<file path="config.mk">
export PLATFORM = sky130hd
export DESIGN_NAME = clkgen_cfg_slave
export DESIGN_NICKNAME = d
export VERILOG_FILES = /design/src/rtl/cfgs_pkg.sv /design/src/rtl/cfgs_sync.sv /design/src/rtl/cfgs_engine.sv /design/src/rtl/cfgs_regbank.sv /design/src/rtl/cfgs_outmap.sv /design/src/rtl/clkgen_cfg_slave.sv
export SDC_FILE = /design/constraint.sdc
export NUM_CORES = 1
export LEC_CHECK = 0
export ABC_AREA = 1
export BUFFER_PORTS_ARGS = -buffer_cell sky130_fd_sc_hd__buf_2
export CORE_ASPECT_RATIO = 0.7
export CORE_MARGIN = 5
export CORE_UTILIZATION = 45
export CTS_CLUSTER_DIAMETER = 50
export DETAILED_ROUTE_END_ITERATION = 10
export PLACE_DENSITY = 0.73
export SKIP_CTS_REPAIR_TIMING = 1
export SLEW_MARGIN = 20
export SYNTH_ARGS = -nofsm -noshare
export SYNTH_HDL_FRONTEND = slang
export SYNTH_HIERARCHICAL = 1
export SYNTH_SLANG_ARGS = --single-unit
</file>
<file path="constraint.sdc">
create_clock -name clk -period 6.05 [get_ports clk]
set_input_delay 0.3025 -clock clk [delete_from_list [all_inputs] [get_ports clk]]
set_output_delay 0.3025 -clock clk [all_outputs]
set_load 0.1 [all_outputs]
</file>
<file path="src/rtl/cfgs_pkg.sv">
package cfgs_pkg;

  typedef enum logic [2:0] {
    S_IDLE, S_ADDR, S_AACK, S_WDAT, S_WACK, S_RDAT, S_RACK
  } slv_state_t;

  // Frequency code: strap value unless register 0 bit 3 selects the field.
  function automatic logic [4:0] pick_freq(input logic [7:0] r0,
                                           input logic [4:0] strap);
    logic [4:0] fld;
    fld = {r0[2], r0[7:4]};
    return r0[3] ? fld : strap;
  endfunction

  // Power-on value of register idx.
  function automatic logic [7:0] reg_default(input int idx);
    return (idx == 0) ? 8'h00 : 8'hFF;
  endfunction

endpackage

</file>
<file path="src/rtl/cfgs_sync.sv">
module cfgs_sync #(
  parameter int STAGES = 2
) (
  input  logic clk,
  input  logic rst_n,
  input  logic scl_i,
  input  logic sda_i,
  output logic sda_s,
  output logic ev_rise,
  output logic ev_fall,
  output logic ev_start,
  output logic ev_stop
);
  logic [STAGES-1:0] scl_sh, sda_sh;
  logic scl_prev, sda_prev, scl_s;

  always_ff @(posedge clk or negedge rst_n) begin
    if (!rst_n) begin
      scl_sh   <= '1;
      sda_sh   <= '1;
      scl_prev <= 1'b1;
      sda_prev <= 1'b1;
    end else begin
      scl_sh   <= {scl_sh[STAGES-2:0], scl_i};
      sda_sh   <= {sda_sh[STAGES-2:0], sda_i};
      scl_prev <= scl_s;
      sda_prev <= sda_s;
    end
  end

  assign scl_s    = scl_sh[STAGES-1];
  assign sda_s    = sda_sh[STAGES-1];
  assign ev_rise  = scl_s & ~scl_prev;
  assign ev_fall  = ~scl_s & scl_prev;
  assign ev_start = scl_s & scl_prev & sda_prev & ~sda_s;
  assign ev_stop  = scl_s & scl_prev & ~sda_prev & sda_s;
endmodule

</file>
<file path="src/rtl/cfgs_engine.sv">
module cfgs_engine
  import cfgs_pkg::*;
#(
  parameter int          NREG    = 6,
  parameter int          DUMMY_N = 2,
  parameter logic [6:0]  ADDR7   = 7'h69,
  localparam int         IDX_W   = $clog2(NREG),
  localparam int         WP_MAX  = DUMMY_N + NREG,
  localparam int         WP_W    = $clog2(WP_MAX + 1),
  localparam int         RP_W    = $clog2(NREG + 1)
) (
  input  logic             clk,
  input  logic             rst_n,
  input  logic             sda_s,
  input  logic             ev_rise,
  input  logic             ev_fall,
  input  logic             ev_start,
  input  logic             ev_stop,
  input  logic [7:0]       rd_data,
  output logic [IDX_W-1:0] rd_idx,
  output logic             wr_en,
  output logic [IDX_W-1:0] wr_idx,
  output logic [7:0]       wr_data,
  output logic             sda_oe,
  output slv_state_t       state
);
  localparam logic [7:0]      COUNT_BYTE = 8'(NREG);
  localparam logic [WP_W-1:0] WP_FIRST   = WP_W'(DUMMY_N);
  localparam logic [WP_W-1:0] WP_LAST    = WP_W'(WP_MAX);
  localparam logic [RP_W-1:0] RP_LAST    = RP_W'(NREG);

  logic [7:0]      sh, tx;
  logic [3:0]      cnt;
  logic            rnw, mnack;
  logic [WP_W-1:0] wpos;
  logic [RP_W-1:0] rpos, nxt_pos;
  logic            wp_data;

  // Read position 0 is the count byte, position k is register k-1.
  assign nxt_pos = (rpos == RP_LAST) ? RP_W'(1) : rpos + RP_W'(1);
  assign rd_idx  = IDX_W'(nxt_pos - RP_W'(1));
  assign wp_data = (wpos >= WP_FIRST) && (wpos < WP_LAST);

  always_ff @(posedge clk or negedge rst_n) begin
    if (!rst_n) begin
      state   <= S_IDLE;
      sh      <= '0;
      tx      <= '0;
      cnt     <= '0;
      rnw     <= 1'b0;
      mnack   <= 1'b0;
      wpos    <= '0;
      rpos    <= '0;
      sda_oe  <= 1'b0;
      wr_en   <= 1'b0;
      wr_idx  <= '0;
      wr_data <= '0;
    end else begin
      wr_en <= 1'b0;
      if (ev_start) begin
        state  <= S_ADDR;
        cnt    <= '0;
        sda_oe <= 1'b0;
      end else if (ev_stop) begin
        state  <= S_IDLE;
        sda_oe <= 1'b0;
      end else begin
        unique case (state)
          S_IDLE: ;
          S_ADDR: begin
            if (ev_rise && cnt < 4'd8) begin
              sh  <= {sh[6:0], sda_s};
              cnt <= cnt + 4'd1;
            end else if (ev_fall && cnt == 4'd8) begin
              if (sh[7:1] == ADDR7) begin
                sda_oe <= 1'b1;
                rnw    <= sh[0];
                state  <= S_AACK;
              end else begin
                state <= S_IDLE;
              end
            end
          end
          S_AACK: begin
            if (ev_fall) begin
              cnt <= '0;
              if (rnw) begin
                tx     <= COUNT_BYTE;
                sda_oe <= ~COUNT_BYTE[7];
                rpos   <= '0;
                state  <= S_RDAT;
              end else begin
                sda_oe <= 1'b0;
                wpos   <= '0;
                state  <= S_WDAT;
              end
            end
          end
          S_WDAT: begin
            if (ev_rise && cnt < 4'd8) begin
              sh  <= {sh[6:0], sda_s};
              cnt <= cnt + 4'd1;
            end else if (ev_fall && cnt == 4'd8) begin
              sda_oe <= 1'b1;
              state  <= S_WACK;
              if (wp_data) begin
                wr_en   <= 1'b1;
                wr_idx  <= IDX_W'(wpos - WP_FIRST);
                wr_data <= sh;
              end
              if (wpos != WP_LAST) wpos <= wpos + WP_W'(1);
            end
          end
          S_WACK: begin
            if (ev_fall) begin
              sda_oe <= 1'b0;
              cnt    <= '0;
              state  <= S_WDAT;
            end
          end
          S_RDAT: begin
            if (ev_rise) begin
              cnt <= cnt + 4'd1;
            end else if (ev_fall) begin
              if (cnt == 4'd8) begin
                sda_oe <= 1'b0;
                state  <= S_RACK;
              end else begin
                tx     <= {tx[6:0], 1'b0};
                sda_oe <= ~tx[6];
              end
            end
          end
          S_RACK: begin
            if (ev_rise) begin
              mnack <= sda_s;
            end else if (ev_fall) begin
              if (mnack) begin
                sda_oe <= 1'b0;
                state  <= S_IDLE;
              end else begin
                rpos   <= nxt_pos;
                tx     <= rd_data;
                sda_oe <= ~rd_data[7];
                cnt    <= '0;
                state  <= S_RDAT;
              end
            end
          end
          default: state <= S_IDLE;
        endcase
      end
    end
  end
endmodule

</file>
<file path="src/rtl/cfgs_regbank.sv">
module cfgs_regbank
  import cfgs_pkg::*;
#(
  parameter int  NREG  = 6,
  localparam int IDX_W = $clog2(NREG)
) (
  input  logic              clk,
  input  logic              rst_n,
  input  logic              wr_en,
  input  logic [IDX_W-1:0]  wr_idx,
  input  logic [7:0]        wr_data,
  input  logic [IDX_W-1:0]  rd_idx,
  output logic [7:0]        rd_data,
  output logic [NREG*8-1:0] cfg_flat
);
  logic [7:0] mem [NREG];

  for (genvar g = 0; g < NREG; g++) begin : g_reg
    always_ff @(posedge clk or negedge rst_n) begin
      if (!rst_n)
        mem[g] <= reg_default(g);
      else if (wr_en && wr_idx == IDX_W'(g))
        mem[g] <= wr_data;
    end
    assign cfg_flat[g*8 +: 8] = mem[g];
  end

  assign rd_data = mem[rd_idx];
endmodule

</file>
<file path="src/rtl/cfgs_outmap.sv">
module cfgs_outmap
  import cfgs_pkg::*;
#(
  parameter int FS_W = 5
) (
  input  logic            clk,
  input  logic            rst_n,
  input  logic [FS_W-1:0] strap_fs,
  input  logic [7:0]      reg0,
  output logic            strap_done,
  output logic [FS_W-1:0] freq_sel,
  output logic            spread_en,
  output logic            outs_hiz
);
  logic [FS_W-1:0] strap_q;

  always_ff @(posedge clk or negedge rst_n) begin
    if (!rst_n) begin
      strap_q    <= '0;
      strap_done <= 1'b0;
    end else if (!strap_done) begin
      strap_q    <= strap_fs;
      strap_done <= 1'b1;
    end
  end

  assign freq_sel  = pick_freq(reg0, strap_q);
  assign spread_en = reg0[1];
  assign outs_hiz  = reg0[0];
endmodule

</file>
<file path="src/rtl/clkgen_cfg_slave.sv">
module clkgen_cfg_slave
  import cfgs_pkg::*;
#(
  parameter int         NREG    = 6,
  parameter int         DUMMY_N = 2,
  parameter logic [6:0] ADDR7   = 7'h69,
  parameter int         SYNC_N  = 2,
  localparam int        IDX_W   = $clog2(NREG)
) (
  input  logic                  clk,
  input  logic                  rst_n,
  input  logic                  scl_i,
  input  logic                  sda_i,
  input  logic [4:0]            strap_fs,
  output logic                  sda_oe,
  output logic [4:0]            freq_sel,
  output logic                  spread_en,
  output logic                  outs_hiz,
  output logic [(NREG-1)*8-1:0] en_mask
);
  logic             sda_s, ev_rise, ev_fall, ev_start, ev_stop;
  logic             wr_en, strap_done;
  logic [IDX_W-1:0] wr_idx, rd_idx;
  logic [7:0]       wr_data, rd_data;
  logic [NREG*8-1:0] cfg_flat;
  slv_state_t       eng_state;

  cfgs_sync #(.STAGES(SYNC_N)) u_sync (
    .clk(clk), .rst_n(rst_n), .scl_i(scl_i), .sda_i(sda_i),
    .sda_s(sda_s), .ev_rise(ev_rise), .ev_fall(ev_fall),
    .ev_start(ev_start), .ev_stop(ev_stop)
  );

  cfgs_engine #(.NREG(NREG), .DUMMY_N(DUMMY_N), .ADDR7(ADDR7)) u_eng (
    .clk(clk), .rst_n(rst_n), .sda_s(sda_s),
    .ev_rise(ev_rise), .ev_fall(ev_fall), .ev_start(ev_start), .ev_stop(ev_stop),
    .rd_data(rd_data), .rd_idx(rd_idx),
    .wr_en(wr_en), .wr_idx(wr_idx), .wr_data(wr_data),
    .sda_oe(sda_oe), .state(eng_state)
  );

  cfgs_regbank #(.NREG(NREG)) u_regs (
    .clk(clk), .rst_n(rst_n), .wr_en(wr_en), .wr_idx(wr_idx),
    .wr_data(wr_data), .rd_idx(rd_idx), .rd_data(rd_data), .cfg_flat(cfg_flat)
  );

  cfgs_outmap #(.FS_W(5)) u_map (
    .clk(clk), .rst_n(rst_n), .strap_fs(strap_fs), .reg0(cfg_flat[7:0]),
    .strap_done(strap_done), .freq_sel(freq_sel),
    .spread_en(spread_en), .outs_hiz(outs_hiz)
  );

  assign en_mask = cfg_flat[NREG*8-1:8];
endmodule

</file>
=== Word level (Yosys, flattened, before mapping) ===
Index checks and enable logic that the tools add are counted.

* Output and inout port bits: 48
* Logic and storage cells: 200
* Register bits: 104
* Input bits: 9

* Muxes and demuxes: 75
* Equality and inequality tests: 47
* $lt $le $gt $ge: 4
* Reduce and logical (&&, ||, !) cells: 28
* Bitwise gates (word level): 17
* $add $sub $neg: 5

{| class="wikitable"
|+ Operator list
! kind !! number
|-
| $mux 3 || 21
|-
| $mux 7 || 8
|-
| $mux 4 || 13
|-
| $ne 4x3->1 const B || 8
|-
| $bmux 8 s3 || 1
|-
| $reduce_and 12->1 || 2
|-
| $reduce_and 8->1 || 3
|-
| $mux 1 || 22
|-
| $pmux 3 s7 || 1
|-
| $pmux 7 s3 || 1
|-
| $ne 4x4->1 const B || 5
|-
| $eq 3x3->1 const B || 6
|-
| $mux 8 || 2
|-
| $pmux 4 s4 || 1
|-
| $ne 2x2->1 const B || 7
|-
| $eq 3x2->1 const B || 4
|-
| $ne 2x1->1 const B || 6
|-
| $reduce_and 6->1 || 2
|-
| $reduce_and 11->1 || 1
|-
| $logic_and 1x1->1 || 9
|-
| $ne 3x3->1 const B || 3
|-
| $not 1->1 || 9
|-
| $add 4x1->4 const B || 2
|-
| $lt 4x4->1 const B || 2
|-
| 24 further kinds || 37
|}

=== Longest topological paths before layout ===
Gate-level depths: netlist of run 1.

* Depth after elaboration: 14
* Depth in mapped cells: 16
* Depth with buffers taken out: 15

=== Modules after synthesis ===
The synthesis of run 1 kept the hierarchy.

{| class="wikitable"
|+ Modules (own cells, without submodules)
! module !! sequential area each (um^2) !! cells each !! times used !! area each (um^2)
|-
| cfgs_regbank || 1251.2 || 300 || 1 || 2523.7
|-
| cfgs_engine || 1101.1 || 332 || 1 || 2491.1
|-
| cfgs_outmap || 150.1 || 41 || 1 || 289.0
|-
| cfgs_sync || 157.7 || 17 || 1 || 198.9
|}

=== Least setup slack after synthesis of run 1 ===
No wires, ideal clock.

* Path type: reg-to-reg
* From: reg u_eng.rpos[0]
* To: reg u_eng.sda_oe
* Clock period less this slack: 2.022 ns
* Arrival: 1.902 ns
* Data required time: 5.930 ns
* Setup time: 0.120 ns
* Cell stages (with the launch flop): 14
* Buffers on the path: 0
* Setup slack: 4.028 ns
* Path through: dfrtp_1 -> nor3_1 -> a21oi_1 -> ha_1 -> xnor2_1 -> clkinv_1 -> nor2_2 -> o211ai_1 -> nand2_1 -> nor3_1 -> nor2_1 -> nand2_1 -> nand4_1 -> nand2_1

* Longest elaborated chain between the ends: 14

{| class="wikitable"
|+ RTL lines
! what !! RTL line !! RTL
|-
| start, declared || cfgs_engine.sv:36 || <nowiki>logic [RP_W-1:0] rpos, nxt_pos;</nowiki>
|-
| start signal, assigned || cfgs_engine.sv:142 || <nowiki>rpos <= nxt_pos;</nowiki>
|-
| $add 3x1->3 / $eq 3x3->1 (equally long branches) || cfgs_engine.sv:40 || <nowiki>assign nxt_pos = (rpos == RP_LAST) ? RP_W'(1) : rpos + RP_W'(1);</nowiki>
|-
| $mux 3 (*) || cfgs_engine.sv:40 ||
|-
| $sub 3x1->3 (*) || cfgs_engine.sv:41 || <nowiki>assign rd_idx = IDX_W'(nxt_pos - RP_W'(1));</nowiki>
|-
| named net rd_idx[2] || clkgen_cfg_slave.sv:23 || <nowiki>logic [IDX_W-1:0] wr_idx, rd_idx;</nowiki>
|-
| $not 3->4 (not written as such) (*) || cfgs_regbank.sv:28 || <nowiki>assign rd_data = mem[rd_idx];</nowiki>
|-
| $bmux 8 s3 (*) || cfgs_regbank.sv:28 ||
|-
| $mux 8 (not written as such) (*) (2 in a row) || cfgs_regbank.sv:28 ||
|-
| named net rd_data[7] || clkgen_cfg_slave.sv:24 || <nowiki>logic [7:0] wr_data, rd_data;</nowiki>
|-
| $not 1->1 (*) || cfgs_engine.sv:144 || <nowiki>sda_oe <= ~rd_data[7];</nowiki>
|-
| $mux 1 (*) || cfgs_engine.sv:138 || <nowiki>if (mnack) begin</nowiki>
|-
| $mux 1 (*) || cfgs_engine.sv:137 || <nowiki>end else if (ev_fall) begin</nowiki>
|-
| $mux 1 (*) || cfgs_engine.sv:135 || <nowiki>if (ev_rise) begin</nowiki>
|-
| $pmux 1 s6 (*) || cfgs_engine.sv:68 || <nowiki>unique case (state)</nowiki>
|-
| $mux 1 (*) || cfgs_engine.sv:64 || <nowiki>end else if (ev_stop) begin</nowiki>
|-
| $mux 1 (*) || cfgs_engine.sv:60 || <nowiki>if (ev_start) begin</nowiki>
|-
| end signal, assigned || cfgs_engine.sv:89 || <nowiki>sda_oe <= ~COUNT_BYTE[7];</nowiki>
|-
| end signal, assigned || cfgs_engine.sv:130 || <nowiki>sda_oe <= ~tx[6];</nowiki>
|-
| end signal, assigned || cfgs_engine.sv:144 ||
|-
| end, declared || cfgs_engine.sv:24 || <nowiki>output logic sda_oe,</nowiki>
|}

The timed path passes the listed nets; every way through them passes the cells marked *. The select of a mux whose other input is x is not followed.
A chain may end at the register's enable or synchronous reset.

=== Worst setup path in the final report of run 1 ===
Same ends and word-level chain as after synthesis.

==> metrics.md, run 1 <==
| Metric | Value |
|---|---|
| Outcome | `finished, final reports clean` |
| Netlist cell types | `38` |
| P&R area growth vs syn | `12.3%` |
| Req. time, crit path | `around 6300 ps` |
| Crit path cell chain | `inv_1 > o21ai_0 > o21ai_0 > xnor2_1 > clkinv_1 > nor2_2 > o211ai_1 > nand2_1 > nor3_1 > nor2_1 > nand2_1 > nand4_1 > nand2_1` |
| Clock Skews | `just under 10 ps` |
| Die X | `142 um` |
| Most common cell on crit path | `nand2_1` |
| Internal power | `1.08 mW` |
| Share of the synthesized area in the top cell type | `between 20% and 30%` |
| Port Buffers | `56` |
| RePlAce Congestion | `0.963` |
| Largest net degree at the start of global routing | `62` |
| Wire length per cell | `15.4 um` |
| Top cells by count, synth | `nand2_1 (249), inv_1 (85), dfrtp_1 (58), dfstp_2 (46), nand3_1 (40)` |
| Global route overflow | `0` |
| Starting Density | `46.4%` |
| Vias per cell | `5.21` |
| Rows | `33` |
| IO Pins | `57` |
| Setup Viol. Count Final | `0` |
| First-pass GRT wire length | `22600 um` |
| Skew-Pair Late Insertion Delay | `between 300 and 400 ps` |
| Seq pwr share | `49.7%` |
| Clock power frac | `41.2%` |
| Power share of the combinational group | `9.1%` |
| Post-Syn Area | `5500 um2` |
| Hold Vio Cnt, Final | `0` |
| Post-detailed-route count of antenna-violating nets | `0` |
| Die Area | `14600 um2` |
| Vias in the first global route | `4195` |
| Ranking of synthesized cells by area | `dfrtp_1 (26%), dfstp_2 (22%), nand2_1 (17%)` |
| Tot Pwr | `1.48 mW` |
| Max cap viols | `0` |
| Mapped Avg Cell Area | `7.98 um2` |
| Post-synthesis register bit count | `104` |
| Leakage | `between 3 and 4 nW` |
| Die Y | `103 um` |
| Count leader, synth | `nand2_1` |
| Final min period | `2840 ps` |
| Area leader, netlist | `dfrtp_1` |
| Layout cell share with drive strength beyond 1 | `23.8%` |
| Initial antenna violation count | `0` |
| F_max | `between 300 and 400 MHz` |
| Sequential fraction of the synthesis area | `48.3%` |
| Routed via count | `4696` |
| Crit-path max FO | `30` |
| CORE AREA | `11900 um2` |
| Setup TNS | `0 ps` |
| Worst setup path start | `u_eng/rpos[0]` |
| Initial DRC count | `~420` |
| RSZ-0062 raised after global routing | `false` |
| Min-Delay Path Class | `input port to flip-flop` |
| Initial DRT Pass Iterations | `5` |
| Dpl hpwl | `just over 10000 um` |
| Number of synthesis warnings | `6` |
| Arrival time at the worst endpoint | `slightly above 3000 ps` |
| Slowest stage cell, crit path | `dfrtp_1` |
| ANT cells | `0` |
| DRC | `0` |
| Worst Setup End Kind | `flip-flop` |
| Sw Ratio | `26.9%` |
| Final worst-path cycle share | `approximately 47%` |
| Syn nets | `slightly above 700` |
| Fin. max-slew vios | `0` |
| Cells after Synth | `690` |
| EDFF count, synth | `0` |
| Final #Nets | `756` |
| Max clock buf depth | `2` |
| Switching power total | `0.398 mW` |
| Num CTS Buffers | `9` |
| CP Launch Type | `flip-flop` |
| Worst hold slack | `about 48 ps` |
| Setup CP Type | `flip-flop to flip-flop` |
| CP peak stage delay | `880 ps` |
| Crit path max-delay family | `flip-flops` |
| Worst R2R Start | `u_eng/rpos[0]` |
| Pwr/cell area | `239 nW/um2` |
| CTS tree | `built` |
| Synth Flop Type | `dfrtp_1` |
| HP Start | `sda_i` |
| Fraction of registers with async set/reset | `100%` |
| Slew HR | `between 40% and 50%` |
| GRT Util Overall | `between 10% and 20%` |
| Peak VDD IR | `0.149 mV` |
| # clock sinks | `104` |
| Post-Route WL | `13900 um` |
| Worst-Margin Slew | `a little over 800 ps` |
| Htree depth | `3` |
| CTS root buffer | `clkbuf_16` |
| Clk pin slew, worst setup/hold paths | `around 70 ps` |
| CP bufs+invs | `2` |
per-layer routing:
| metal | track usage [%] | wire length (um) | vias to the layer above |
|---|---|---|---|
| met5 | 0 | 0 | - |
| met4 | 3.69 | 109 | 0 |
| met3 | 4.22 | 1270 | 14 |
| met2 | 28.8 | 5800 | 177 |
| met1 | 31.1 | 6730 | 2242 |
| li1 | - | - | 2263 |
kinds of logic (layout without fill, tap and decap cells):
kind of cell | after synthesis | count (layout) | share of synthesized area (%)
AND/OR/NAND/NOR | 360 | 360 | 29.1
other | 1 | 1 | 0.0681
buffers and inverters | 112 | 167 | 8.80
adder cells (fa/ha/maj) | 7 | 7 | 1.59
AO/OA/AOI/OAI | 101 | 101 | 11.3
flip-flops | 104 | 104 | 48.3
XOR/XNOR | 5 | 5 | 0.796
per-stage QoR:
step | cells | instance area [um2] | utilization (%) | setup slack [ps]
after global placement | 885 | 5860 | 49.4 | 3460
after floorplan | 690 | 5500 | - | 4030
after global routing | 902 | 6180 | 52.2 | 2850
final | 902 | 6180 | 52.2 | 3210
after detailed placement | 885 | 5860 | 49.4 | 3290
after CTS | 901 | 6170 | 52.1 | 3270
placed cells by master (no fill, tap or decap), types with 3 or more instances in the layout:
master / count
a21oi_1: 6
a22o_1: 4
buf_2: 55
clkbuf_16: 9
dfrtp_1: 58
dfstp_2: 46
ha_1: 7
inv_1: 85
inv_2: 6
nand2_1: 249
nand2_2: 4
nand2_4: 5
nand3_1: 40
nand3_2: 3
nand3_4: 3
nor2_1: 30
nor2_2: 4
nor3_1: 5
o211ai_1: 8
o21ai_0: 29
o21ai_1: 34
o21ai_2: 18
or2_2: 10
xor2_1: 3
power groups by stage:
| stage | logic (mW) | clock network [mW] | registers [mW] |
|---|---|---|---|
| after global routing | 0.150 | 0.666 | 0.739 |
| after floorplan | 0.0791 | 0 | 0.761 |
| final | 0.135 | 0.610 | 0.735 |
| after CTS | 0.135 | 0.626 | 0.735 |
| after detailed placement | 0.135 | 0 | 0.747 |
| after global placement | 0.130 | 0 | 0.747 |
path summary, 6_finish.rpt:
path                       slack [ps]  cells after the start                to
setup / recovery                 3210                     13      u_eng/sda_oe
hold / removal                     50                      1  u_sync/sda_sh[0]
setup reg to reg                 3210                     13      u_eng/sda_oe
hold reg to reg                   360                      0  u_sync/scl_sh[1]
max in group asynchronous        4410                      3       u_eng/tx[1]
min in group asynchronous         480                      2  u_eng/wr_data[4]
sequential cells by signal, indices dropped and copies added, names as in the netlist, 2 cells and up:
signal and count:
u_eng/wpos 4, u_map/strap_q 5, u_sync/scl_sh 2, u_eng/wr_data 8
u_eng/wr_idx 3, u_eng/rpos 3, u_eng/state 3, u_eng/sh 8
u_regs/cfg_flat 48, u_eng/cnt 4, u_eng/tx 7, u_sync/sda_sh 2
layout make-up:
cell class / count / area [um2]
clock buffers: 10 / 229
inverters: 93 / 350
clock inverters: 6 / 86.3
well taps: 157 / 196
fillers: 1103 / 5670
flip-flops and latches: 104 / 2660
multi-input cells: 474 / 2360
repair buffers: 58 / 300
No activity file was read; power rests on OpenSTA's default activity.
==> run 2: changes to the inputs <==
==> constraint.sdc (replaced) <==
create_clock -name clk -period 2.68 [get_ports clk]
set_input_delay 0.134 -clock clk [delete_from_list [all_inputs] [get_ports clk]]
set_output_delay 0.134 -clock clk [all_outputs]
set_load 0.1 [all_outputs]
==> run 2 against run 1 <==
Against the previous run: combinational power grew 130%; first-iteration DRC count up 4.6%; cell area increased by 1.1%; clock power grew 110%; highest routed layer unchanged.
==> metrics.md, run 2 (same netlist as run 1, synthesis figures left out) <==
| Metric | Value |
|---|---|
| Outcome | `finished, final reports clean` |
| Max reg flops | `48` |
| Skew-Pair Late Insertion Delay | `350 ps` |
| Worst Setup End Kind | `flip-flop` |
| Setup TNS | `0 ps` |
| CORE AREA | `about 12000 um2` |
| Worst-Margin Slew | `592 ps` |
| Pwr/cell area | `521 nW/um2` |
| Starting Density | `46.4%` |
| Leakage | `3.07 nW` |
| GRT Util Overall | `roughly 20%` |
| Initial DRC count | `~440` |
| Die X | `between 100 and 150 um` |
| P&R area growth vs syn | `13.5%` |
| Hold Vio Cnt, Final | `0` |
| CP Launch Type | `flip-flop` |
| Largest net degree at the start of global routing | `105` |
| Setup CP Type | `flip-flop to flip-flop` |
| # clock sinks | `104` |
| Vias per cell | `5.12` |
| Layout cell share with drive strength beyond 1 | `approximately a quarter` |
| Fin. max-slew vios | `0` |
| Clock Skews | `5.49 ps` |
| Die Y | `103 um` |
| Htree depth | `3` |
| Commonest non-fill, non-tap cell in the layout | `nand2_1` |
| Max clock buf depth | `2` |
| Routed via count | `4666` |
| Post-Route WL | `approximately 14000 um` |
| Final min period | `2300 ps` |
| Arrival time at the worst endpoint | `2540 ps` |
| Rows | `33` |
| Clock power frac | `39.4%` |
| Num CTS Buffers | `9` |
| Internal power | `2.35 mW` |
| Crit-path max FO | `9` |
| ANT cells | `0` |
| F_max | `435 MHz` |
| Tot Pwr | `3.25 mW` |
| Post-layout util | `52.7%` |
| DRC | `0` |
| Final #Nets | `765` |
| Seq pwr share | `between 50% and 60%` |
| Power share of the combinational group | `9.6%` |
| Global route overflow | `0` |
| CTS root buffer | `clkbuf_16` |
| Port Buffers | `56` |
| Commonest cells after routing, fill and taps aside | `nand2_1 (249), inv_1 (85), dfrtp_1 (58)` |
| RSZ-0062 raised after global routing | `false` |
| Req. time, crit path | `about 3000 ps` |
| Wire length per cell | `about 15 um` |
| Initial antenna violation count | `0` |
| Vias in the first global route | `~4300` |
| Post-detailed-route count of antenna-violating nets | `0` |
| Slew HR | `around three fifths` |
| Sw Ratio | `between 20% and 30%` |
| Dpl hpwl | `10300 um` |
| Clk pin slew, worst setup/hold paths | `~70 ps` |
| RePlAce Congestion | `0.916` |
| Initial DRT Pass Iterations | `5` |
| IO Pins | `57` |
| Reg2Reg Setup Slack | `380 ps` |
| First-pass GRT wire length | `about 23000 um` |
| Max cap viols | `0` |
| Peak VDD IR | `0.327 mV` |
| Min-Delay Path Class | `input port to flip-flop` |
| Switching power total | `0.906 mW` |
| Final worst-path cycle share | `85.7%` |
| CTS tree | `built` |
| Setup Viol. Count Final | `0` |
| Die Area | `14600 um2` |
==> run 2: cell types whose count changed in the layout (fill, tap and decap cells not counted) <==
cell / delta
buf_12: +1
buf_4: +3
bufinv_16: -1
clkbuf_1: -1
clkinv_4: +1
clkinv_8: -1
clkinvlp_4: +2
dlygate4sd3_1: +5
==> run 2: final timing paths <==
path | from | endpoint | depth (start not counted)
setup / recovery | u_eng/rpos[0] | u_eng/sda_oe | 13
hold / removal | strap_fs[0] | u_map/strap_q[0] | 3
setup reg to reg | u_eng/rpos[0] | u_eng/sda_oe | 13
hold reg to reg | u_sync/scl_sh[0] | u_sync/scl_sh[1] | 0
max in group asynchronous | rst_n | u_regs/cfg_flat[33] | 3
min in group asynchronous | rst_n | u_eng/wr_data[5] | 3
==> run 2: power groups by stage <==
stage | combinational [mW] | clock (mW) | sequential, mW
global route | 0.342 | 1.40 | 1.67
detailed placement | 0.305 | 0 | 1.69
global placement | 0.297 | 0 | 1.68
finish | 0.311 | 1.28 | 1.66
floorplan | 0.179 | 0 | 1.72
CTS | 0.305 | 1.32 | 1.66
==> run 2: layout make-up <==
cell class | count | area, um2
fill | 1126 | 5600
sequential | 104 | 2660
clock inverter | 7 | 63.8
clock buffer | 9 | 225
multi-input combinational | 474 | 2360
tap | 157 | 196
inverter | 93 | 350
timing repair buffer | 67 | 393
==> run 2: metrics by stage <==
| stage | setup slack [ps] | hold WS [ps] | cell area, um2 | instances |
|---|---|---|---|---|
| after detailed placement | 423 | 241 | 5900 | 889 |
| after global routing | 132 | -3.44 | 6250 | 911 |
| final | 384 | 1.26 | 6250 | 911 |
| after global placement | 445 | 239 | 5900 | 889 |
| after floorplan | 658 | -162 | 5500 | 690 |
| after CTS | 409 | -137 | 6190 | 905 |
==> run 2: worst max-delay path: stages (launching register included) <==
cell and delay (ps):
dfrtp_1 400, buf_4 170, a21oi_1 170, ha_1 190, xnor2_1 120, clkinv_1 230
nor2_2 320, o211ai_1 140, nand2_1 100, nor3_1 50, nor2_1 100, nand2_1 60
nand4_1 70, nand2_1 50
==> run 2: per-layer routing <==
| layer | global-route usage, % | up-vias | share of wire [%] | wire length [um] |
|---|---|---|---|---|
| met5 | 0 | - | 0 | 0 |
| met4 | 4.42 | 0 | 0.78 | 108 |
| met3 | 3.66 | 9 | 6.9 | 949 |
| li1 | - | 2287 | - | - |
| met2 | 29.1 | 135 | 43 | 5900 |
| met1 | 30.6 | 2235 | 50 | 6830 |
==> run 3: changes to the inputs <==
--- a/config.mk
+++ b/config.mk
@@ -9,10 +9,11 @@
 export BUFFER_PORTS_ARGS = -buffer_cell sky130_fd_sc_hd__buf_2
 export CORE_ASPECT_RATIO = 0.7
 export CORE_MARGIN = 5
-export CORE_UTILIZATION = 45
+export CORE_UTILIZATION = 55
 export CTS_CLUSTER_DIAMETER = 50
 export DETAILED_ROUTE_END_ITERATION = 10
-export PLACE_DENSITY = 0.73
+export MAX_ROUTING_LAYER = met4
+export PLACE_DENSITY = 0.84
 export SKIP_CTS_REPAIR_TIMING = 1
 export SLEW_MARGIN = 20
 export SYNTH_ARGS = -nofsm -noshare
==> run 3 against run 2 <==
Against the previous run: critical path depth unchanged; clock-buffer cell count is the same; largest cell class unchanged; sequential power hardly changed; cell count shrank 3.1%; critical path type unchanged; worst setup slack got worse by 130 ps.
==> metrics.md, run 3 (same netlist as run 1, synthesis figures left out) <==
| Metric | Value |
|---|---|
| Outcome | `finished, final reports clean` |
| # clock sinks | `104` |
| Dpl hpwl | `9730 um` |
| Leakage | `3.08 nW` |
| Fillers | `795` |
| GRT Util Overall | `23.9%` |
| Initial antenna violation count | `0` |
| Max reg flops | `48` |
| Global route overflow | `0` |
| Rows | `30` |
| Die X | `approximately 130 um` |
| Final min period | `~2400 ps` |
| Die Area | `12100 um2` |
| P&R area growth vs syn | `13.2%` |
| Port Buffers | `56` |
| DRC | `0` |
| Req. time, crit path | `between 2000 and 3000 ps` |
| RSZ-0062 raised after global routing | `false` |
| Final worst-path cycle share | `approximately 91%` |
| Setup Viol. Count Final | `0` |
| CTS root buffer | `clkbuf_16` |
| Slew HR | `50.8%` |
| DP Worst Slack | `329 ps` |
| Wire length per cell | `15.3 um` |
| Crit-path max FO | `9` |
| Layout cell share with drive strength beyond 1 | `23.8%` |
| Min-Delay Path Class | `input port to asynchronous set/reset pin` |
| Routed via count | `4761` |
| Post-Route WL | `13500 um` |
| Dpl cells | `859` |
| Arrival time at the worst endpoint | `2670 ps` |
| CORE AREA | `9720 um2` |
| Num CTS Buffers | `9` |
| First-pass GRT wire length | `roughly 22000 um` |
| Worst-Margin Slew | `about 740 ps` |
| CP Launch Type | `flip-flop` |
| Clock Skews | `8.36 ps` |
| CTS tree | `built` |
| Worst Setup End Kind | `flip-flop` |
| Commonest non-fill, non-tap cell in the layout | `nand2_1` |
| Skew-Pair Late Insertion Delay | `350 ps` |
| Max cap viols | `0` |
| Vias per cell | `5.39` |
| Die Y | `93.7 um` |
| Hold Vio Cnt, Final | `0` |
| Setup TNS | `0 ps` |
| F_max | `412 MHz` |
| Post-layout util | `64.1%` |
| Largest net degree at the start of global routing | `51` |
| Clk pin slew, worst setup/hold paths | `70 ps` |
| Post-route setup slack | `251 ps` |
| Vias in the first global route | `around 4500` |
| Setup CP Type | `flip-flop to flip-flop` |
| IO Pins | `57` |
| Post-detailed-route count of antenna-violating nets | `0` |
| Fin. max-slew vios | `0` |
| Commonest cells after routing, fill and taps aside | `nand2_1 (249), inv_1 (85), dfrtp_1 (58)` |
| Max clock buf depth | `2` |
| Non-filler cells, final | `between 800 and 900` |
| Initial DRT Pass Iterations | `6` |
| Initial DRC count | `387` |
| Peak VDD IR | `between 0.4 and 0.5 mV` |
| RePlAce Congestion | `0.953` |
| ANT cells | `0` |
| Final #Nets | `about 770` |
| Pwr/cell area | `534 nW/um2` |
| Htree depth | `3` |
| Starting Density | `a little under three fifths` |
## run 3: cell type report
class | count | area [um2] | area share (%)
sequential | 104 | 2660 | 42.7
multi-input combinational | 474 | 2360 | 37.9
timing repair buffer | 68 | 393 | 6.31
inverter | 93 | 350 | 5.63
clock buffer | 9 | 225 | 3.62
tap | 128 | 160 | 2.57
clock inverter | 7 | 80.1 | 1.29
## run 3: where the power goes
group | internal (mW) | switching, mW
combinational | 0.0782 | 0.237
clock | 0.735 | 0.615
sequential | 1.62 | 0.0393
total | 2.43 | 0.892
## run 3: metrics by stage
step                area, um2  total power, mW  hold WS, ps
floorplan                5500             1.90         -162
global placement         5840             1.98          202
CTS                      6150             3.33         -160
global route             6230             3.45          353
finish                   6230             3.33          348
detailed placement       5840             1.99          214
## run 3: worst paths after layout
kind | from | endpoint | slack (ps) | cells past startpoint
min in group clk | u_sync/scl_sh[0] | u_sync/scl_sh[1] | 350 | 0
worst max-delay path | u_eng/rpos[0] | u_eng/sda_oe | 250 | 13
worst min register to register | u_sync/scl_sh[0] | u_sync/scl_sh[1] | 350 | 0
max in group asynchronous | rst_n | u_regs/cfg_flat[45] | 1410 | 3
worst min-delay path | rst_n | u_map/strap_q[0] | 350 | 2
worst max register to register | u_eng/rpos[0] | u_eng/sda_oe | 250 | 13
## run 3: per-layer routing
metal | global-route usage [%] | wire length [um] | up-vias | share of wire, %
li1 | - | - | 2284 | -
met1 | 33.8 | 6260 | 2267 | 46
met2 | 35.4 | 6120 | 180 | 45
met3 | 5.28 | 959 | 30 | 7.1
met4 | 5.97 | 204 | 0 | 1.5
met5 | - | 0 | - | 0
## run 3: critical path, stage by stage, from the launching register on
cell	delay [ps]
dfrtp_1	480
nor3_1	200
a21oi_1	90
ha_1	220
xnor2_1	160
clkinv_1	230
nor2_2	350
o211ai_1	160
nand2_1	100
nor3_1	50
nor2_1	110
nand2_1	60
nand4_1	80
nand2_1	50
